===== src/rtl/fc_pkg.sv =====
package fc_pkg;
    localparam int unsigned QUANTA_W  = 16;
    localparam int unsigned SLOT_LOG2 = 9;

    typedef logic [QUANTA_W-1:0] quanta_t;

    typedef struct packed {
        logic    valid;
        quanta_t data;
    } wr_req_t;

    typedef enum logic {
        VIEW_REMAINING = 1'b0,
        VIEW_TXPARAM   = 1'b1
    } view_e;

    function automatic quanta_t pick_view(view_e v, quanta_t param, quanta_t remaining);
        return (v == VIEW_TXPARAM) ? param : remaining;
    endfunction
endpackage


===== src/rtl/fc_slot_prescaler.sv =====
module fc_slot_prescaler #(
    parameter int unsigned SLOT_LOG2 = fc_pkg::SLOT_LOG2
) (
    input  logic clk,
    input  logic rst,
    input  logic tick,
    input  logic run,
    input  logic restart,
    output logic wrap
);
    localparam logic [SLOT_LOG2-1:0] PRE_MAX = {SLOT_LOG2{1'b1}};

    logic [SLOT_LOG2-1:0] pre;

    always_ff @(posedge clk) begin
        if (rst || restart || !run) begin
            pre <= '0;
        end else if (tick) begin
            pre <= pre + 1'b1;
        end
    end

    assign wrap = run && !restart && tick && (pre == PRE_MAX);

    // a fresh slot never ends in the first cycle after a restart
    a_r1_no_early_wrap: assert property (@(posedge clk) disable iff (rst)
        restart |=> !wrap);
endmodule


===== src/rtl/fc_pause_counter.sv =====
module fc_pause_counter #(
    parameter int unsigned QW = fc_pkg::QUANTA_W
) (
    input  logic          clk,
    input  logic          rst,
    input  logic          load,
    input  logic [QW-1:0] load_val,
    input  logic          step,
    output logic [QW-1:0] count,
    output logic          active
);
    localparam logic [QW-1:0] ONE = {{(QW-1){1'b0}}, 1'b1};

    always_ff @(posedge clk) begin
        if (rst) begin
            count <= '0;
        end else if (load) begin
            count <= load_val;
        end else if (step && (count != '0)) begin
            count <= count - ONE;
        end
    end

    assign active = (count != '0);

    // the count moves only on a slot boundary or a load
    a_r1_moves_on_slot: assert property (@(posedge clk) disable iff (rst)
        (!load && !step) |=> $stable(count));
    // a slot boundary takes exactly one away
    a_r5_one_down: assert property (@(posedge clk) disable iff (rst)
        (!load && step) |=> (count == $past(count) - ONE));
endmodule


===== src/rtl/fc_param_reg.sv =====
module fc_param_reg #(
    parameter int unsigned QW = fc_pkg::QUANTA_W
) (
    input  logic          clk,
    input  logic          rst,
    input  logic          mode_tx,
    input  logic          tx_active,
    input  logic          wr_en,
    input  logic [QW-1:0] wr_data,
    output logic [QW-1:0] param
);
    typedef struct packed {
        logic          valid;
        logic [QW-1:0] data;
    } held_t;

    held_t held;
    logic  wr_ok;

    assign wr_ok = wr_en && mode_tx;

    always_ff @(posedge clk) begin
        if (rst) begin
            param <= '0;
            held  <= '0;
        end else if (wr_ok && !tx_active) begin
            param      <= wr_data;
            held.valid <= 1'b0;
        end else if (wr_ok) begin
            held.valid <= 1'b1;
            held.data  <= wr_data;
        end else if (held.valid && !tx_active) begin
            param      <= held.data;
            held.valid <= 1'b0;
        end
    end

    // the value in use is frozen while a frame is being sent
    a_r7_frozen_in_tx: assert property (@(posedge clk) disable iff (rst)
        tx_active |=> $stable(param));
    // with nothing to apply, a write in the remaining-count view does nothing
    a_r4_ignored_write: assert property (@(posedge clk) disable iff (rst)
        (!mode_tx && !held.valid) |=> $stable(param));
endmodule


===== src/rtl/fc_event_flag.sv =====
module fc_event_flag (
    input  logic clk,
    input  logic rst,
    input  logic set,
    input  logic clr_wr,
    input  logic clr_data,
    input  logic en,
    output logic flag,
    output logic irq
);
    always_ff @(posedge clk) begin
        if (rst) begin
            flag <= 1'b0;
        end else if (set) begin
            flag <= 1'b1;
        end else if (clr_wr && clr_data) begin
            flag <= 1'b0;
        end
    end

    assign irq = flag && en;

    // every acceptance leaves the flag set
    a_r8_set_on_accept: assert property (@(posedge clk) disable iff (rst)
        set |=> flag);
    // a zero written to the flag keeps it
    a_r9_zero_write_keeps: assert property (@(posedge clk) disable iff (rst)
        (flag && !(clr_wr && clr_data)) |=> flag);
endmodule


===== src/rtl/pause_flow_timer.sv =====
module pause_flow_timer
    import fc_pkg::*;
#(
    parameter int unsigned QW        = QUANTA_W,
    parameter int unsigned SLOT_BITS = SLOT_LOG2
) (
    input  logic          clk,
    input  logic          rst,
    input  logic          bit_tick,
    input  logic          pause_acc,
    input  logic [QW-1:0] pause_quanta,
    input  logic          mode_tx,
    input  logic          tx_active,
    input  logic          wr_en,
    input  logic [QW-1:0] wr_data,
    input  logic          flag_wr,
    input  logic          flag_wr_data,
    input  logic          irq_en,
    output logic          tx_hold,
    output logic [QW-1:0] rd_value,
    output logic [QW-1:0] tx_quanta,
    output logic          rfc_flag,
    output logic          irq
);
    logic          slot_wrap;
    logic          pausing;
    logic [QW-1:0] remaining;
    logic [QW-1:0] param;

    fc_slot_prescaler #(.SLOT_LOG2(SLOT_BITS)) u_pre (
        .clk     (clk),
        .rst     (rst),
        .tick    (bit_tick),
        .run     (pausing),
        .restart (pause_acc),
        .wrap    (slot_wrap)
    );

    fc_pause_counter #(.QW(QW)) u_cnt (
        .clk      (clk),
        .rst      (rst),
        .load     (pause_acc),
        .load_val (pause_quanta),
        .step     (slot_wrap),
        .count    (remaining),
        .active   (pausing)
    );

    fc_param_reg #(.QW(QW)) u_param (
        .clk       (clk),
        .rst       (rst),
        .mode_tx   (mode_tx),
        .tx_active (tx_active),
        .wr_en     (wr_en),
        .wr_data   (wr_data),
        .param     (param)
    );

    fc_event_flag u_flag (
        .clk      (clk),
        .rst      (rst),
        .set      (pause_acc),
        .clr_wr   (flag_wr),
        .clr_data (flag_wr_data),
        .en       (irq_en),
        .flag     (rfc_flag),
        .irq      (irq)
    );

    assign tx_hold   = pausing;
    assign tx_quanta = param;
    assign rd_value  = mode_tx ? param : remaining;

    // zero quanta releases the transmitter on the next cycle
    a_r6_zero_release: assert property (@(posedge clk) disable iff (rst)
        (pause_acc && (pause_quanta == '0)) |=> !tx_hold);
    // nonzero quanta stops the transmitter on the next cycle
    a_r5_hold_on_load: assert property (@(posedge clk) disable iff (rst)
        (pause_acc && (pause_quanta != '0)) |=> tx_hold);
endmodule


===== config.mk =====
export PLATFORM = sky130hd
export DESIGN_NAME = pause_flow_timer
export DESIGN_NICKNAME = d
export VERILOG_FILES = /design/src/rtl/fc_pkg.sv /design/src/rtl/fc_slot_prescaler.sv /design/src/rtl/fc_pause_counter.sv /design/src/rtl/fc_param_reg.sv /design/src/rtl/fc_event_flag.sv /design/src/rtl/pause_flow_timer.sv
export SDC_FILE = /design/constraint.sdc
export NUM_CORES = 1
export LEC_CHECK = 0
export BUFFER_PORTS_ARGS = -buffer_cell sky130_fd_sc_hd__buf_2
export CAP_MARGIN = 5
export CORE_MARGIN = 2
export CORE_UTILIZATION = 59
export CTS_BUF_LIST = sky130_fd_sc_hd__clkbuf_8
export DETAILED_ROUTE_END_ITERATION = 10
export PLACE_DENSITY = 0.88
export REMOVE_ABC_BUFFERS = 1
export SYNTH_ARGS = -nofsm -noshare
export SYNTH_HDL_FRONTEND = slang
export SYNTH_SLANG_ARGS = --single-unit

===== constraint.sdc =====
create_clock -name clk -period 5.5 [get_ports clk]
set_input_delay 0.825 -clock clk [delete_from_list [all_inputs] [get_ports clk]]
set_output_delay 0.825 -clock clk [all_outputs]
set_load 0.05 [all_outputs]

==> results <==
- The post-CTS clock slew at the launch and capture registers of the worst setup and hold paths is 70 ps.
- Setup violations remaining at the end of the flow were counted as 0.
- The met2 demand-to-capacity share in global routing is 46.69%.
- The endpoint identified for the worst register-to-register timing path is u_cnt.count[14].
- The post-CTS setup buffer count is 0.
- Dividing the synthesized area by the synthesized cell count gives 8.050 µm².
- Setup repair after global routing left no endpoint under its margin.
- Summing all multi-input logic gate instances after layout gives between 0.0015 and 0.002 mm².
- During synthesis, Yosys emitted a total of 0 warnings.
- The flip-flop and latch count after synthesis is 59.
- The layout has 363 filler cells.
- The library cells used most frequently in the layout, excluding fill and tap cells, are 76 x sky130_fd_sc_hd__buf_2, 59 x sky130_fd_sc_hd__dfxtp_1, 46 x sky130_fd_sc_hd__nand2_1, 42 x sky130_fd_sc_hd__nor2_1, 35 x sky130_fd_sc_hd__a21oi_1.
- In this run the worst setup path begins at u_cnt.count[6].
- The final route contains 3,003 vias.
- The top flip-flop cell by instance count after synthesis is sky130_fd_sc_hd__dfxtp_1.
- The clock passes through at most 2 buffers.
- The number of buffers created by CTS is 9.
- Clock latency on the worst-skew pair, taken at its later pin, is roughly 340 ps.
- The critical path is of the reg2out type.
- The post-route clock period utilization is 55.99%.
- The standard cell with the maximum stage delay on the critical path is sky130_fd_sc_hd__and4_1.
- The first global-routing pass estimated 12,070 µm of wire.
- Global routing used 36.13% of the available met1 tracks.
- The count of routing violations after the opening detailed-route iteration is 445.
- STA classifies the critical path endpoint as a primary output.
- Cells fill 74.43% of the core in the end.
- The worst endpoint data arrival time is 2250 ps.
- The fraction of met3 tracks used by global routing is 8.701%.
- The post-synthesis instance area is slightly below 0.003 mm².
- The net count of the finished layout is 476.
- Entering global routing, the biggest net connects 54 pins.
- The worst hold path belongs to the class reg2reg.
- The run finished with clean final reports.
- Registers take 0.001181 mm².
- The pre-antenna-repair detailed-routing pass consisted of 5 iterations.
- The number of input and output port buffers inserted is 76.
- The CTS sink count is 59.
- The fraction of layout cells with a size suffix above 1 is between 20 and 30%.
- After detailed routing, the number of remaining DRC violations is 0.
- 0 antenna diodes ended up in the layout.
- After detailed routing, the number of vias per cell comes to roughly 6.0.
- Counting distinct cell types in the post-synthesis netlist gives 44.
- The achievable frequency is 324.8 MHz.
- The number of hold buffers added after CTS is 0.
- The power per cell area is 307.8 mW/mm².
- The share of the yosys chip area belonging to registers is between 30 and 40%.
- The worst setup skew after layout is 7.691 ps.
- The total routed wirelength is 7692 µm.
- The number of antenna violations at the first check in global routing was 0.
- The count of final hold-check violations is 0.
- The post-detailed-route wirelength per cell is 15.29 µm.
- The worst stage delay on the critical path is between 500 and 600 ps.
- The placement row count is 25.
- The initial core utilization is 62.07%.
- The global router's overall resource usage is 28.48%.
- The tool flagged a number of max-cap violations equal to 0.
- The cell family with the largest share of critical-path delay is simple AND/OR/NAND/NOR gates.
- STA puts the critical path data required time at 4680 ps.
- Gates resized during post-CTS repair numbered 0.
- Summed over all nets, the half-perimeter wirelength after detailed placement is roughly 5000 µm.
- Of all flip-flops after synthesis, the portion carrying an async set or reset was 0%.
- Routability-driven placement finished with a final weighted congestion of 0.9559.
- In this run the tightest slew margin relative to its limit is a little under a quarter.
- The via count of the first global-routing pass is 2,559.
- Along the worst path, the maximum fanout reaches 14.
- The maximum level of the CTS H-tree is 3.
- The minimum period implied by the final worst setup slack is 3079 ps.
- The global route total overflow is 0.
- The critical path contains buffers and inverters numbering 2 combined.
- The max-slew violation count is 0.
- The largest vdd supply drop is 0.2169 mV.
- From synthesis to final layout, the design area changed by 19.92%.
- In this run the remaining antenna-violating nets after routing total 0.
- The gate count of the mapped netlist is 369.
- The die is 74.96 µm tall.
- The busiest metal layer after global routing is met2.
- The total area inside the core boundary comes to roughly 0.0048 mm².
- From left edge to right edge, the die measures 74.96 µm.
- Leaving out fill and tap cells, the most frequent cell in the layout is sky130_fd_sc_hd__buf_2.
- The worst register-to-register path has a setup slack of 2880 ps.
- Traced cell by cell, the critical path runs through nor4_1, and4_1, inv_2, buf_2.
- The depth of the worst register-to-register path is 7.
- The leakage power is 1.435 nW.
- The sum of negative setup slack is 0 ps.
- The startpoint of the worst register-to-register path is u_pre.pre[2].
- The clock tree root buffer cell is sky130_fd_sc_hd__clkbuf_8.
- The kind of launch point of the worst setup path is a flop.
- The critical path endpoint is tx_hold.
- The CTS tree is built.
- The top-level port count is 77.
- The actual slew at the worst max-slew pin is 1152 ps.
- The number of enable-type register cells in the synthesized netlist is 0.
- The instance count on the critical path is 4.
- The tightest hold path in the finished design has a slack of roughly 450 ps.
- The area enclosed by the die boundary is 0.005618 mm².
-- layer usage --
metal | vias up | routed length, µm
met5 | - | 0
met4 | 0 | 110
met3 | 18 | 662
met2 | 162 | 3763
met1 | 1377 | 3156
li1 | 1446 | -
-- Yosys cell counts, types with 2 or more instances --
cell	count	area [µm²]
sky130_fd_sc_hd__o21ai_0	8	40.04
sky130_fd_sc_hd__a311oi_1	12	105.1
sky130_fd_sc_hd__inv_1	4	15.01
sky130_fd_sc_hd__a21oi_1	35	175.2
sky130_fd_sc_hd__and2_1	3	18.77
sky130_fd_sc_hd__and4_1	4	35.03
sky130_fd_sc_hd__nor4_1	4	25.02
sky130_fd_sc_hd__o41ai_1	2	17.52
sky130_fd_sc_hd__nand4_1	2	12.51
sky130_fd_sc_hd__o31ai_1	5	37.54
sky130_fd_sc_hd__dfxtp_1	59	1181
sky130_fd_sc_hd__nand3b_1	16	120.1
sky130_fd_sc_hd__and3_1	3	18.77
sky130_fd_sc_hd__mux2i_1	2	20.02
sky130_fd_sc_hd__a2111oi_0	2	17.52
sky130_fd_sc_hd__or2_2	17	106.4
sky130_fd_sc_hd__nand2_1	46	172.7
sky130_fd_sc_hd__nor3_1	20	100.1
sky130_fd_sc_hd__xor2_1	6	52.55
sky130_fd_sc_hd__clkbuf_1	22	82.58
sky130_fd_sc_hd__buf_1	3	11.26
sky130_fd_sc_hd__ha_1	3	37.54
sky130_fd_sc_hd__or4_1	8	60.06
sky130_fd_sc_hd__nor2_1	42	157.7
sky130_fd_sc_hd__nand3_1	5	25.02
sky130_fd_sc_hd__mux2_2	14	157.7
sky130_fd_sc_hd__or3_1	5	31.28
-- logic make-up (layout without fill, tap and decap cells) --
kind of cell	Yosys count	count (layout)	share of synthesized area [%]
compound gates	70	70	14.95
xor+xnor	7	7	2.064
buf+inv	32	99	4.085
mux	16	16	5.981
simple gates	182	182	31.89
flops	59	59	39.76
fa+ha+maj	3	3	1.264
-- tightest hold or removal path, stage by stage (launching register included) --
cell and delay (ps):
sky130_fd_sc_hd__dfxtp_1 310, sky130_fd_sc_hd__nand2_1 50, sky130_fd_sc_hd__a21oi_1 50
-- worst min-delay path by stage --
stage / startpoint / end / slack (ps) / cells after the start
5_1_grt: u_param.held[13] / u_param.held[13] / 470 / 2
3_3_place_gp: u_param.held[3] / u_param.held[3] / 440 / 2
4_1_cts: u_param.held[7] / u_param.held[7] / 450 / 2
3_5_place_dp: u_param.held[11] / u_param.held[11] / 440 / 2
6_report: u_param.held[6] / u_param.held[6] / 450 / 2
2_1_floorplan: u_param.held[0] / u_param.held[0] / 430 / 2
-- per-stage QoR --
| stage | instance area (µm²) | cells | worst slack [ps] | power [W] |
|---|---|---|---|---|
| 6_report | 3562 | 503 | 2421 | 0.001096 |
| 5_1_grt | 3562 | 503 | 2257 | 0.001134 |
| 3_3_place_gp | 3343 | 487 | 2868 | 0.0006647 |
| 2_1_floorplan | 2872 | 343 | 2764 | 0.0006040 |
| 3_5_place_dp | 3343 | 487 | 2877 | 0.0006687 |
| 4_1_cts | 3562 | 503 | 2518 | 0.001101 |
-- sequential cells by signal, indices dropped and copies added (netlist names) --
name           count
u_param.param     16
u_param.held      17
u_flag.flag        1
u_pre.pre          9
u_cnt.count       16
-- area by class of cell --
type                       instances  share of cell area [%]
multi-input combinational        278                   46.82
sequential                        59                   33.16
timing repair buffer              77                   10.89
clock buffer                      10                   3.864
tap                               67                   2.353
clock inverter                     6                   2.283
inverter                           6                  0.6322
-- report_power, final --
group | total, W | leakage [nW] | internal [W] | switching [W]
clock network | 0.000433 | 0.119 | 0.000264 | 0.000169
registers | 0.000473 | 0.483 | 0.000448 | 0.0000243
logic | 0.000191 | 0.833 | 0.0000610 | 0.000130
Power figures use the tool's default switching activity.
